### config.mk
export PLATFORM = sky130hd
export DESIGN_NAME = exmon_unit
export DESIGN_NICKNAME = d
export VERILOG_FILES = /design/src/rtl/exmon_pkg.sv /design/src/rtl/exmon_ctrl.sv /design/src/rtl/exmon_datapath.sv /design/src/rtl/exmon_unit.sv
export SDC_FILE = /design/constraint.sdc
export NUM_CORES = 1
export LEC_CHECK = 0
export ABC_AREA = 0
export BUFFER_PORTS_ARGS = -buffer_cell sky130_fd_sc_hd__buf_2
export CAP_MARGIN = 10
export CORE_MARGIN = 5
export CORE_UTILIZATION = 53
export DETAILED_ROUTE_END_ITERATION = 16
export GPL_TIMING_DRIVEN = 0
export HOLD_SLACK_MARGIN = 0.03
export PLACE_DENSITY = 0.84
export SETUP_SLACK_MARGIN = 0.02
export SLEW_MARGIN = 20
export SYNTH_ARGS = -nofsm -noshare
export SYNTH_HDL_FRONTEND = slang
export SYNTH_HIERARCHICAL = 1
export SYNTH_SLANG_ARGS = --single-unit
export TNS_END_PERCENT = 100
### constraint.sdc
create_clock -name clk -period 4.9 [get_ports clk]
set_clock_uncertainty 0.15 [all_clocks]
set_input_delay 0.245 -clock clk [delete_from_list [all_inputs] [get_ports clk]]
set_output_delay 0.245 -clock clk [all_outputs]
set_load 0.005 [all_outputs]
### src/rtl/exmon_pkg.sv
package exmon_pkg;

  typedef enum logic [1:0] {
    SZ_BYTE  = 2'd0,
    SZ_HALF  = 2'd1,
    SZ_WORD  = 2'd2,
    SZ_DWORD = 2'd3
  } accSize_e;

  typedef enum logic [2:0] {
    ST_IDLE,
    ST_EXEC,
    ST_LDLO,
    ST_LDHI,
    ST_STHI
  } ctlState_e;

  // Strobes from the sequencer to the datapath.
  typedef struct packed {
    logic latchReq;
    logic issueRd0;
    logic issueRd1;
    logic capLo;
    logic capHi;
    logic wrBase;
    logic wrHigh;
    logic setRsv;
    logic clrRsv;
    logic stFail;
    logic finish;
  } ctlStrobe_t;

endpackage

### src/rtl/exmon_ctrl.sv
module exmon_ctrl
  import exmon_pkg::*;
(
  input  logic       clk,
  input  logic       rstN,
  input  logic       reqValid,
  output logic       reqReady,
  input  logic       condQ,
  input  logic       storeQ,
  input  logic [1:0] sizeQ,
  input  logic       storeOk,
  output ctlStrobe_t ctl
);

  ctlState_e state, stateNxt;
  logic isDword;

  assign isDword = (sizeQ == SZ_DWORD);

  always_ff @(posedge clk) begin
    if (!rstN) state <= ST_IDLE;
    else       state <= stateNxt;
  end

  always_comb begin
    ctl      = '0;
    stateNxt = state;
    reqReady = (state == ST_IDLE);
    case (state)
      ST_IDLE: begin
        if (reqValid) begin
          ctl.latchReq = 1'b1;
          stateNxt     = ST_EXEC;
        end
      end
      ST_EXEC: begin
        if (!condQ) begin
          ctl.finish = 1'b1;
          stateNxt   = ST_IDLE;
        end else if (!storeQ) begin
          ctl.issueRd0 = 1'b1;
          ctl.setRsv   = 1'b1;
          stateNxt     = ST_LDLO;
        end else if (storeOk) begin
          ctl.wrBase = 1'b1;
          ctl.clrRsv = 1'b1;
          if (isDword) begin
            stateNxt = ST_STHI;
          end else begin
            ctl.finish = 1'b1;
            stateNxt   = ST_IDLE;
          end
        end else begin
          ctl.stFail = 1'b1;
          ctl.finish = 1'b1;
          stateNxt   = ST_IDLE;
        end
      end
      ST_LDLO: begin
        ctl.capLo = 1'b1;
        if (isDword) begin
          ctl.issueRd1 = 1'b1;
          stateNxt     = ST_LDHI;
        end else begin
          ctl.finish = 1'b1;
          stateNxt   = ST_IDLE;
        end
      end
      ST_LDHI: begin
        ctl.capHi  = 1'b1;
        ctl.finish = 1'b1;
        stateNxt   = ST_IDLE;
      end
      ST_STHI: begin
        ctl.wrHigh = 1'b1;
        ctl.finish = 1'b1;
        stateNxt   = ST_IDLE;
      end
      default: stateNxt = ST_IDLE;
    endcase
  end

  AST_ONE_ACCESS: assert property (@(posedge clk) disable iff (!rstN)
    $onehot0({ctl.issueRd0, ctl.issueRd1, ctl.wrBase, ctl.wrHigh}));
  AST_COND_QUIET: assert property (@(posedge clk) disable iff (!rstN)
    (state == ST_EXEC && !condQ) |=> (state == ST_IDLE));
  AST_BUSY_NOT_READY: assert property (@(posedge clk) disable iff (!rstN)
    $rose(state != ST_IDLE) |-> !reqReady);

endmodule

### src/rtl/exmon_datapath.sv
module exmon_datapath
  import exmon_pkg::*;
#(
  parameter int AW           = 32,
  parameter int DW           = 32,
  parameter int RW           = 4,
  parameter int REDIRECT_REG = 15
) (
  input  logic            clk,
  input  logic            rstN,
  input  ctlStrobe_t      ctl,
  input  logic            reqStore,
  input  logic [1:0]      reqSize,
  input  logic            reqCondOk,
  input  logic [AW-1:0]   reqAddr,
  input  logic [RW-1:0]   reqDst,
  input  logic [DW-1:0]   reqData0,
  input  logic [DW-1:0]   reqData1,
  output logic            condQ,
  output logic            storeQ,
  output logic [1:0]      sizeQ,
  output logic            storeOk,
  output logic            memReq,
  output logic            memWe,
  output logic [AW-1:0]   memAddr,
  output logic [DW/8-1:0] memBe,
  output logic [DW-1:0]   memWdata,
  input  logic [DW-1:0]   memRdata,
  output logic            rspValid,
  output logic            rspWrEn,
  output logic            rspPair,
  output logic [RW-1:0]   rspReg,
  output logic [DW-1:0]   rspData0,
  output logic [DW-1:0]   rspData1,
  output logic            rspRedirect
);

  localparam int LANES      = DW / 8;
  localparam int LB         = $clog2(LANES);
  localparam int WORD_BYTES = LANES;

  logic [AW-1:0] addrQ;
  logic [RW-1:0] dstQ;
  logic [DW-1:0] d0Q, d1Q;
  logic          rsvValid;
  logic [AW-1:0] rsvAddr;
  logic          rspIsStore;

  logic [LB-1:0]    laneOff;
  logic [AW-1:0]    baseAddr, highAddr;
  logic [LANES-1:0] baseBe;
  logic [DW-1:0]    baseWdata;
  logic [DW-1:0]    rdShift, rdLane;

  // Request capture
  always_ff @(posedge clk) begin
    if (!rstN) begin
      condQ  <= 1'b0;
      storeQ <= 1'b0;
      sizeQ  <= SZ_WORD;
      addrQ  <= '0;
      dstQ   <= '0;
      d0Q    <= '0;
      d1Q    <= '0;
    end else if (ctl.latchReq) begin
      condQ  <= reqCondOk;
      storeQ <= reqStore;
      sizeQ  <= reqSize;
      addrQ  <= reqAddr;
      dstQ   <= reqDst;
      d0Q    <= reqData0;
      d1Q    <= reqData1;
    end
  end

  // Reservation and exclusive flag
  always_ff @(posedge clk) begin
    if (!rstN) begin
      rsvValid <= 1'b0;
      rsvAddr  <= '0;
    end else if (ctl.setRsv) begin
      rsvValid <= 1'b1;
      rsvAddr  <= addrQ;
    end else if (ctl.clrRsv) begin
      rsvValid <= 1'b0;
    end
  end

  assign storeOk = rsvValid && (rsvAddr == addrQ);

  // Address and lane steering
  assign laneOff  = addrQ[LB-1:0];
  assign baseAddr = {addrQ[AW-1:LB], {LB{1'b0}}};
  assign highAddr = baseAddr + AW'(WORD_BYTES);

  always_comb begin
    case (sizeQ)
      SZ_BYTE: begin
        baseBe    = LANES'(1) << laneOff;
        baseWdata = {LANES{d0Q[7:0]}};
      end
      SZ_HALF: begin
        baseBe    = LANES'(3) << {laneOff[LB-1:1], 1'b0};
        baseWdata = {(LANES/2){d0Q[15:0]}};
      end
      default: begin
        baseBe    = '1;
        baseWdata = d0Q;
      end
    endcase
  end

  assign rdShift = memRdata >> {laneOff, 3'b000};

  always_comb begin
    case (sizeQ)
      SZ_BYTE: rdLane = {{(DW-8){1'b0}}, rdShift[7:0]};
      SZ_HALF: rdLane = {{(DW-16){1'b0}}, rdShift[15:0]};
      default: rdLane = memRdata;
    endcase
  end

  // Memory port
  always_comb begin
    memReq   = 1'b0;
    memWe    = 1'b0;
    memAddr  = baseAddr;
    memBe    = '0;
    memWdata = '0;
    if (ctl.issueRd0) begin
      memReq = 1'b1;
    end else if (ctl.issueRd1) begin
      memReq  = 1'b1;
      memAddr = highAddr;
    end else if (ctl.wrBase) begin
      memReq   = 1'b1;
      memWe    = 1'b1;
      memBe    = baseBe;
      memWdata = baseWdata;
    end else if (ctl.wrHigh) begin
      memReq   = 1'b1;
      memWe    = 1'b1;
      memAddr  = highAddr;
      memBe    = '1;
      memWdata = d1Q;
    end
  end

  // Response
  always_ff @(posedge clk) begin
    if (!rstN) begin
      rspValid    <= 1'b0;
      rspWrEn     <= 1'b0;
      rspPair     <= 1'b0;
      rspReg      <= '0;
      rspRedirect <= 1'b0;
      rspIsStore  <= 1'b0;
      rspData0    <= '0;
      rspData1    <= '0;
    end else begin
      rspValid <= ctl.finish;
      if (ctl.finish) begin
        rspWrEn     <= condQ;
        rspPair     <= condQ && !storeQ && (sizeQ == SZ_DWORD);
        rspReg      <= dstQ;
        rspRedirect <= condQ && !storeQ && (dstQ == RW'(REDIRECT_REG));
        rspIsStore  <= condQ && storeQ;
      end else begin
        rspWrEn     <= 1'b0;
        rspPair     <= 1'b0;
        rspRedirect <= 1'b0;
        rspIsStore  <= 1'b0;
      end
      if (ctl.capLo)
        rspData0 <= rdLane;
      else if (ctl.finish && condQ && storeQ)
        rspData0 <= DW'(ctl.stFail);
      if (ctl.capHi)
        rspData1 <= memRdata;
    end
  end

  AST_WRITE_NEEDS_RSV: assert property (@(posedge clk) disable iff (!rstN)
    (memWe && !$past(memWe)) |-> (rsvValid && rsvAddr == addrQ));
  AST_RSV_GONE_AFTER_WRITE: assert property (@(posedge clk) disable iff (!rstN)
    (memWe && !$past(memWe)) |=> !rsvValid);
  AST_STATUS_BINARY: assert property (@(posedge clk) disable iff (!rstN)
    (rspValid && rspIsStore) |-> (rspData0 <= DW'(1)));
  AST_BYTE_ONE_LANE: assert property (@(posedge clk) disable iff (!rstN)
    (memWe && !$past(memWe) && sizeQ == SZ_BYTE) |-> ($countones(memBe) == 1));
  AST_REDIRECT_LOAD_ONLY: assert property (@(posedge clk) disable iff (!rstN)
    rspRedirect |-> (rspValid && rspWrEn && !rspIsStore && rspReg == RW'(REDIRECT_REG)));

endmodule

### src/rtl/exmon_unit.sv
module exmon_unit
  import exmon_pkg::*;
#(
  parameter int AW           = 32,
  parameter int DW           = 32,
  parameter int RW           = 4,
  parameter int REDIRECT_REG = 15
) (
  input  logic            clk,
  input  logic            rstN,
  input  logic            reqValid,
  output logic            reqReady,
  input  logic            reqStore,
  input  logic [1:0]      reqSize,
  input  logic            reqCondOk,
  input  logic [AW-1:0]   reqAddr,
  input  logic [RW-1:0]   reqDst,
  input  logic [DW-1:0]   reqData0,
  input  logic [DW-1:0]   reqData1,
  output logic            memReq,
  output logic            memWe,
  output logic [AW-1:0]   memAddr,
  output logic [DW/8-1:0] memBe,
  output logic [DW-1:0]   memWdata,
  input  logic [DW-1:0]   memRdata,
  output logic            rspValid,
  output logic            rspWrEn,
  output logic            rspPair,
  output logic [RW-1:0]   rspReg,
  output logic [DW-1:0]   rspData0,
  output logic [DW-1:0]   rspData1,
  output logic            rspRedirect
);

  ctlStrobe_t ctl;
  logic       condQ, storeQ, storeOk;
  logic [1:0] sizeQ;

  exmon_ctrl u_ctrl (
    .clk      (clk),
    .rstN     (rstN),
    .reqValid (reqValid),
    .reqReady (reqReady),
    .condQ    (condQ),
    .storeQ   (storeQ),
    .sizeQ    (sizeQ),
    .storeOk  (storeOk),
    .ctl      (ctl)
  );

  exmon_datapath #(
    .AW(AW), .DW(DW), .RW(RW), .REDIRECT_REG(REDIRECT_REG)
  ) u_dp (
    .clk         (clk),
    .rstN        (rstN),
    .ctl         (ctl),
    .reqStore    (reqStore),
    .reqSize     (reqSize),
    .reqCondOk   (reqCondOk),
    .reqAddr     (reqAddr),
    .reqDst      (reqDst),
    .reqData0    (reqData0),
    .reqData1    (reqData1),
    .condQ       (condQ),
    .storeQ      (storeQ),
    .sizeQ       (sizeQ),
    .storeOk     (storeOk),
    .memReq      (memReq),
    .memWe       (memWe),
    .memAddr     (memAddr),
    .memBe       (memBe),
    .memWdata    (memWdata),
    .memRdata    (memRdata),
    .rspValid    (rspValid),
    .rspWrEn     (rspWrEn),
    .rspPair     (rspPair),
    .rspReg      (rspReg),
    .rspData0    (rspData0),
    .rspData1    (rspData1),
    .rspRedirect (rspRedirect)
  );

endmodule

==> results of run 1 <==
[per-layer routing]
| layer | vias up | global-route usage [%] | share of wire (%) |
|---|---|---|---|
| met5 | - | 0 | 0 |
| met4 | 0 | 14.9 | 5.0 |
| met3 | 155 | 6.70 | 9.0 |
| met2 | 610 | 51.2 | 47 |
| met1 | 4836 | 37.2 | 39 |
| li1 | 4771 | - | - |
[cells in the final DEF (no fill, tap or decap), types with 4 or more instances in the layout]
cell type	netlist	layout
and2_1	11	11
nand3_1	10	10
buf_2	28	307
o2bb2ai_1	8	8
dfxtp_1	212	212
clkbuf_8	0	5
a21oi_1	43	43
mux2_2	9	9
clkbuf_1	56	59
a222oi_1	8	8
nor4_2	6	6
xnor2_1	13	13
a311oi_1	8	8
nor3_1	13	12
clkbuf_16	0	23
a22oi_1	16	16
mux2i_1	181	181
nor2b_1	200	200
xor2_1	48	48
clkinv_2	0	4
o21ai_0	32	32
a221oi_1	7	7
nand4_1	6	6
nor2_1	54	54
inv_1	14	14
nand2_1	67	67
nor4_1	10	10
nand2b_1	4	4
buf_4	5	5
dlygate4sd3_1	0	139
buf_1	8	8
o21a_1	10	10
o22ai_1	7	7
[kinds of logic after synthesis]
family                     count (synthesis)  synth area share (%)
and+or+nand+nor                          409                  22.3
DFF                                      212                  40.4
muxes                                    190                  18.2
AOI/OAI and AO/OA                        146                  9.24
buffers and inverters                    115                  4.64
xor gates and xnor gates                  61                  5.08
adders and majority gates                  1                 0.119
other                                      1                0.0357
[state kept, by name, summed over array words and instances, names as in the netlist, 2 cells and up]
| signal | flops |
|---|---|
| u_dp/sizeQ | 2 |
| u_dp/rspData1 | 32 |
| u_ctrl/state | 3 |
| u_dp/d1Q | 32 |
| u_dp/rspData0 | 32 |
| u_dp/d0Q | 32 |
| u_dp/addrQ | 32 |
| u_dp/dstQ | 4 |
| u_dp/rsvAddr | 32 |
| u_dp/rspReg | 4 |
[final cells by class]
type                            instances  area (sq um)
Clock inverter                         10           135
Timing Repair Buffer                  418          2790
Inverter                               16          60.1
Sequential cell                       212          4240
Multi-Input combinational cell        809          5790
Clock buffer                           31           656
Fill cell                            1345          5090
Antenna cell                            1          2.50
Tap cell                              265           332
Buffer                                 99           428
[what timing repair did]
action / 4_1_cts / 5_1_grt
gates resized for setup: 0 / 1
hold buffers: 139 / 0
endpoints found under the setup margin: 0 / 1
buffers inserted: 0 / 0
hold endpoints to repair: 164 / 0
[path summary, 6_finish.rpt]
kind / startpoint / end
hold reg to reg: u_dp/dstQ[0]$_SDFFE_PN0P_ / u_dp/rspRedirect$_SDFF_PN0_
setup reg to reg: u_dp/addrQ[1]$_SDFFE_PN0P_ / u_dp/rspData0[14]$_SDFFE_PN0P_
hold / removal: reqValid / u_ctrl/state[2]$_SDFFE_PN0P_
setup / recovery: u_dp/addrQ[1]$_SDFFE_PN0P_ / memAddr[21]
[stage by stage]
step / utilization (%) / hold slack, ns / total power, W / worst slack [ns]
floorplan: - / 0.224 / 0.00216 / 1.83
global placement: 62.7 / 0.329 / 0.00233 / 0.947
detailed placement: 62.7 / 0.328 / 0.00234 / 0.820
CTS: 73.9 / 0.126 / 0.00423 / 0.212
global route: 73.9 / 0.193 / 0.00437 / 0.0816
finish: 73.9 / 0.132 / 0.00424 / 0.278
[power by group through the flow]
stage | sequential (W) | clock, W | combinational [W]
floorplan | 0.00186 | 0 | 0.000299
global placement | 0.00188 | 0 | 0.000453
detailed placement | 0.00188 | 0 | 0.000463
CTS | 0.00184 | 0.00183 | 0.000552
global route | 0.00185 | 0.00191 | 0.000611
finish | 0.00185 | 0.00182 | 0.000569
[critical path: stages (launching register included)]
cell and delay (ns):
dfxtp_1 0.31, buf_2 0.21, buf_2 0.31, xor2_1 0.15
nor4_1 0.33, nand4_1 0.15, nor3_2 0.32, nand3_1 0.17
inv_1 0.11, buf_4 0.15, and2b_1 0.25, o2111ai_1 0.39
buf_2 0.35, nor3_1 0.11, xnor2_1 0.23, buf_2 0.16
==> impl_metrics.toml, run 1 <==
[detailed_routing]
firstDrtPassIters = 8
drc = 0
viasPerCell = 5.57
drt_iter0_drc = 776
antenna_left = 0
drt-wirelength-per-cell_um = 19.4
via_count = 10400
finalWirelength_mm = 36.2

[placement]
dp_cells = 1680
post-dp-hpwl_mm = 24.1
port_buffers = 279
gp_congestion = 0.934
post_dp_cell_area_sq_mm = 0.0122

[timing]
setup_viol = 0
drv_slew = 0
fin_tns_setup_ns = 0
timing.final.crit_share_pct = 94.3
finalCriticalPeriod_ns = 4.62
slew_headroom_pct = 44.3
finalHoldViolations = 0
fmax_mhz = 216
grt_setup_unrepaired = "false"
tightest_slew_ns = 0.836

[pwr]
intPower_w = 0.00318
ir_worst_vdd_uv = 253
comb_power_share_pct = 13.4
seq_power_share_pct = 43.6
clockPowerShare_pct = 42.9
p_sw_share_pct = 25.1
p_switching_w = 0.00106
p_leak_nw = 6.29
cellPowerDensity_mw_per_mm2 = 294

[synthesis]
syn_area_sq_mm = 0.0105
netlist_top_cells_count = "dfxtp_1 (212), nor2b_1 (200), mux2i_1 (181)"
yosysWarningCount = 6
synth_seq_cells = 212
synthDistinctLibCells = 56
synth-async-reset-ratio_pct = 0
yosys-top-cells-area = "dfxtp_1 (40%), mux2i_1 (17%), nor2b_1 (12%)"
yosysSeqAreaShare_pct = 40.4
yosys.area.top_type = "dfxtp_1"
synth_enable_flop_cells = 0
synth_area_per_cell_sq_um = 9.26
synth_most_common_cell = "dfxtp_1"
syn_inst = 1135
synth_top_area_share_pct = 40.4
ys.flop_type = "dfxtp_1"

[final_layout]
final_area_sq_mm = 0.0144
stdcell_count = 1861
areaGrowthSynthToFinish_pct = 37.3
drive_gt1_share_pct = 23.8
nNetsFinal = 1719

[critical_path]
cp-start-kind = "flop"
cp_max_fo = 10
worst-setup-path-type = "reg2out"
worst_setup_path_end_kind = "output pin"
rrSetupSlack_ns = 0.54
reg2regPathDepth = 15
required_ns = 4.51
cp.arrival_ns = 4.23

[clock_tree]
cts_sinks = 212
htreeDepth = 1
clock_latency_ns = 0.51
cts_made_buffers = 23
clock-root-buffer = "clkbuf_16"
clk_pin_slew_ns = 0.06
clock_path_buffers = 3
cts_tree = "done"

[grt]
overflow = 0
grt_pass1_wl_mm = 55.2
grt_antenna_before_repair = 1
grt_use_total_pct = 30.6
grt_max_degree = 14
first_global_vias = 10500

[worst_hold_path]
min_path_type = "in2reg"
min_path_cells = 4

[die]
die_w_um = 151
initial_core_util_pct = 53.8
coreArea_sq_mm = 0.0195
io_pins = 282
die_h_um = 151
row_count = 51
die-area_sq_mm = 0.0228

[flow_run]
maxCapViolations = 0

[outcome]
run_status = "finished clean"
Power figures use the tool's default switching activity.
==> run 2: changes to the inputs <==
--- a/config.mk
+++ b/config.mk
@@ -8,12 +8,13 @@
 export ABC_AREA = 0
 export BUFFER_PORTS_ARGS = -buffer_cell sky130_fd_sc_hd__buf_2
 export CAP_MARGIN = 10
-export CORE_MARGIN = 5
+export CORE_MARGIN = 8
 export CORE_UTILIZATION = 53
 export DETAILED_ROUTE_END_ITERATION = 16
 export GPL_TIMING_DRIVEN = 0
 export HOLD_SLACK_MARGIN = 0.03
 export PLACE_DENSITY = 0.84
+export RECOVER_POWER = 25
 export SETUP_SLACK_MARGIN = 0.02
 export SLEW_MARGIN = 20
 export SYNTH_ARGS = -nofsm -noshare
==> run 2 against run 1 <==
  * Utilization fell by 0.91 points
  * Critical path depth is the same
  * Largest cell class unchanged
  * Routed wire length increased by 5.4%
  * Critical endpoint unchanged
  * Die area grew 8.1%
  * Largest power group unchanged
  * Final cell count down 0.11%
  * Worst setup slack improved by 0.023 ns
==> impl_metrics.toml, run 2 (synthesized netlist as in run 1, its figures left out) <==
[outcome]
run_status = "finished clean"

[pwr]
seq_power_share_pct = 45.7
intPower_w = 0.00301
p_sw_share_pct = 25.5
clockPowerShare_pct = 40.1
ir_worst_vdd_uv = 286
p_leak_nw = 5.92
p_switching_w = 0.00103
cellPowerDensity_mw_per_mm2 = 285
comb_power_share_pct = 14.2

[clock_tree]
clock-root-buffer = "clkbuf_16"
cts_resized = 0
cts_made_buffers = 23
clock_path_buffers = 3
htreeDepth = 1
cts_hold_buf = 137
cts_setup_buffers = 0
cts_tree = "done"
clock_latency_ns = 0.50
cts_sinks = 212
clk_pin_slew_ns = 0.06

[timing]
fin_tns_setup_ns = 0
tightest_slew_ns = 0.831
drv_slew = 0
setup_viol = 0
slew_headroom_pct = 44.6
finalCriticalPeriod_ns = 4.60
holdWs_ns = 0.109
fmax_mhz = 217
timing.final.crit_share_pct = 93.9
finalHoldViolations = 0
grt_setup_unrepaired = "false"

[final_layout]
most-common-layout-cells = "buf_2 (236), dfxtp_1 (212), nor2b_1 (200)"
mostFrequentLayoutCell = "buf_2"
final_area_sq_mm = 0.0142
drive_gt1_share_pct = 18.8
fillers = 1424
areaGrowthSynthToFinish_pct = 35.2
nNetsFinal = 1717

[critical_path]
cp-start-kind = "flop"
cp_max_fo = 10
cp_top_family = "simple AND/OR/NAND/NOR gates"
cp.arrival_ns = 4.20
cpMaxStageDelayCell = "o2111ai_1"
worst_setup_path_end_kind = "output pin"
required_ns = 4.51
cpPeakStageDelay_ns = 0.43
crit_path_cell_trace = "buf_2 > buf_2 > xor2_1 > nor4_1 > nand4_1 > nor3_1 > nand3_1 > inv_1 > buf_4 > and2b_1 > o2111ai_1 > buf_2 > nor3_1 > xnor2_1 > buf_2"
crit_path_frequent_cell = "buf_2"
worst-setup-path-type = "reg2out"
path_buf_inv = 6

[grt]
grt_pass1_wl_mm = 58.4
grt_antenna_before_repair = 6
grt_max_degree = 14
grt_use_total_pct = 30.1
overflow = 0
first_global_vias = 10700

[detailed_routing]
drc = 0
antenna_left = 0
finalWirelength_mm = 38.1
drt-wirelength-per-cell_um = 20.5
firstDrtPassIters = 5
via_count = 10300
viasPerCell = 5.54
drt_iter0_drc = 867

[die]
die_h_um = 157
io_pins = 282
initial_core_util_pct = 54.0
die_w_um = 157
die-area_sq_mm = 0.0246
coreArea_sq_mm = 0.0195
row_count = 51

[placement]
post_dp_cell_area_sq_mm = 0.0122
gp_congestion = 0.931
port_buffers = 279
post-dp-hpwl_mm = 25.5

[flow_run]
maxCapViolations = 0

[worst_hold_path]
min_path_type = "in2reg"
==> run 2: cell types whose count changed in the layout (fill, tap and decap cells not counted), moves of 3 or more <==
cell      previous run  this run
clkbuf_1            59       132
buf_2              307       236
clkbuf_8             5         2
diode_2              1         6
==> run 2: power by group through the flow <==
stage / logic, W / clock network, W / registers, W
after global routing: 0.000613 / 0.00171 / 0.00185
final: 0.000572 / 0.00162 / 0.00185
after global placement: 0.000456 / 0 / 0.00188
after floorplan: 0.000299 / 0 / 0.00186
after detailed placement: 0.000467 / 0 / 0.00188
after CTS: 0.000556 / 0.00164 / 0.00184
==> run 2: worst register-to-register path: cells and delay by family (launching register included) <==
family                 cells  cell delay (ns)
AND/OR/NAND/NOR            7             1.34
buffers and inverters      4             1.20
AO/OA/AOI/OAI              2             0.63
flip-flops                 1             0.31
XOR/XNOR                   1             0.12
==> run 2: layout make-up <==
type	instances	area, sq um	share of cell area (%)
diodes	6	15.0	0.106
plain buffers	99	419	2.95
clock buffers	30	622	4.38
clock inverters	6	55.1	0.387
inverters	16	60.1	0.423
multi-input cells	809	5780	40.7
flip-flops and latches	212	4240	29.9
well taps	265	332	2.33
repair buffers	416	2680	18.9
==> run 2: path summary, 6_finish.rpt <==
path	endpoint	from	cells past startpoint	slack, ns
setup / recovery	memAddr[21]	u_dp/addrQ[1]$_SDFFE_PN0P_	15	0.30
setup reg to reg	u_dp/rspData0[14]$_SDFFE_PN0P_	u_dp/addrQ[1]$_SDFFE_PN0P_	14	1.10
hold / removal	u_ctrl/state[2]$_SDFFE_PN0P_	reqValid	4	0.11
hold reg to reg	u_dp/rspRedirect$_SDFF_PN0_	u_dp/dstQ[0]$_SDFFE_PN0P_	2	0.34
==> run 2: metal layers <==
layer / global-route usage (%) / wire (um) / up-vias / part of all wire [%]
met4: 14.7 / 1780 / 0 / 4.7
met1: 35.6 / 14700 / 4866 / 39
met2: 51.1 / 18400 / 543 / 48
met3: 6.09 / 3320 / 125 / 8.7
li1: - / - / 4764 / -
met5: 0 / 0 / - / 0
==> run 2: stage by stage <==
step	power (W)	setup slack, ns	std cells	utilization, %
4_1_cts	0.00404	0.372	1853	73.4
5_1_grt	0.00418	0.0611	1859	73.0
6_report	0.00405	0.300	1859	73.0
3_3_place_gp	0.00234	0.954	1680	62.9
2_1_floorplan	0.00216	1.83	1136	-
3_5_place_dp	0.00235	0.922	1680	62.9
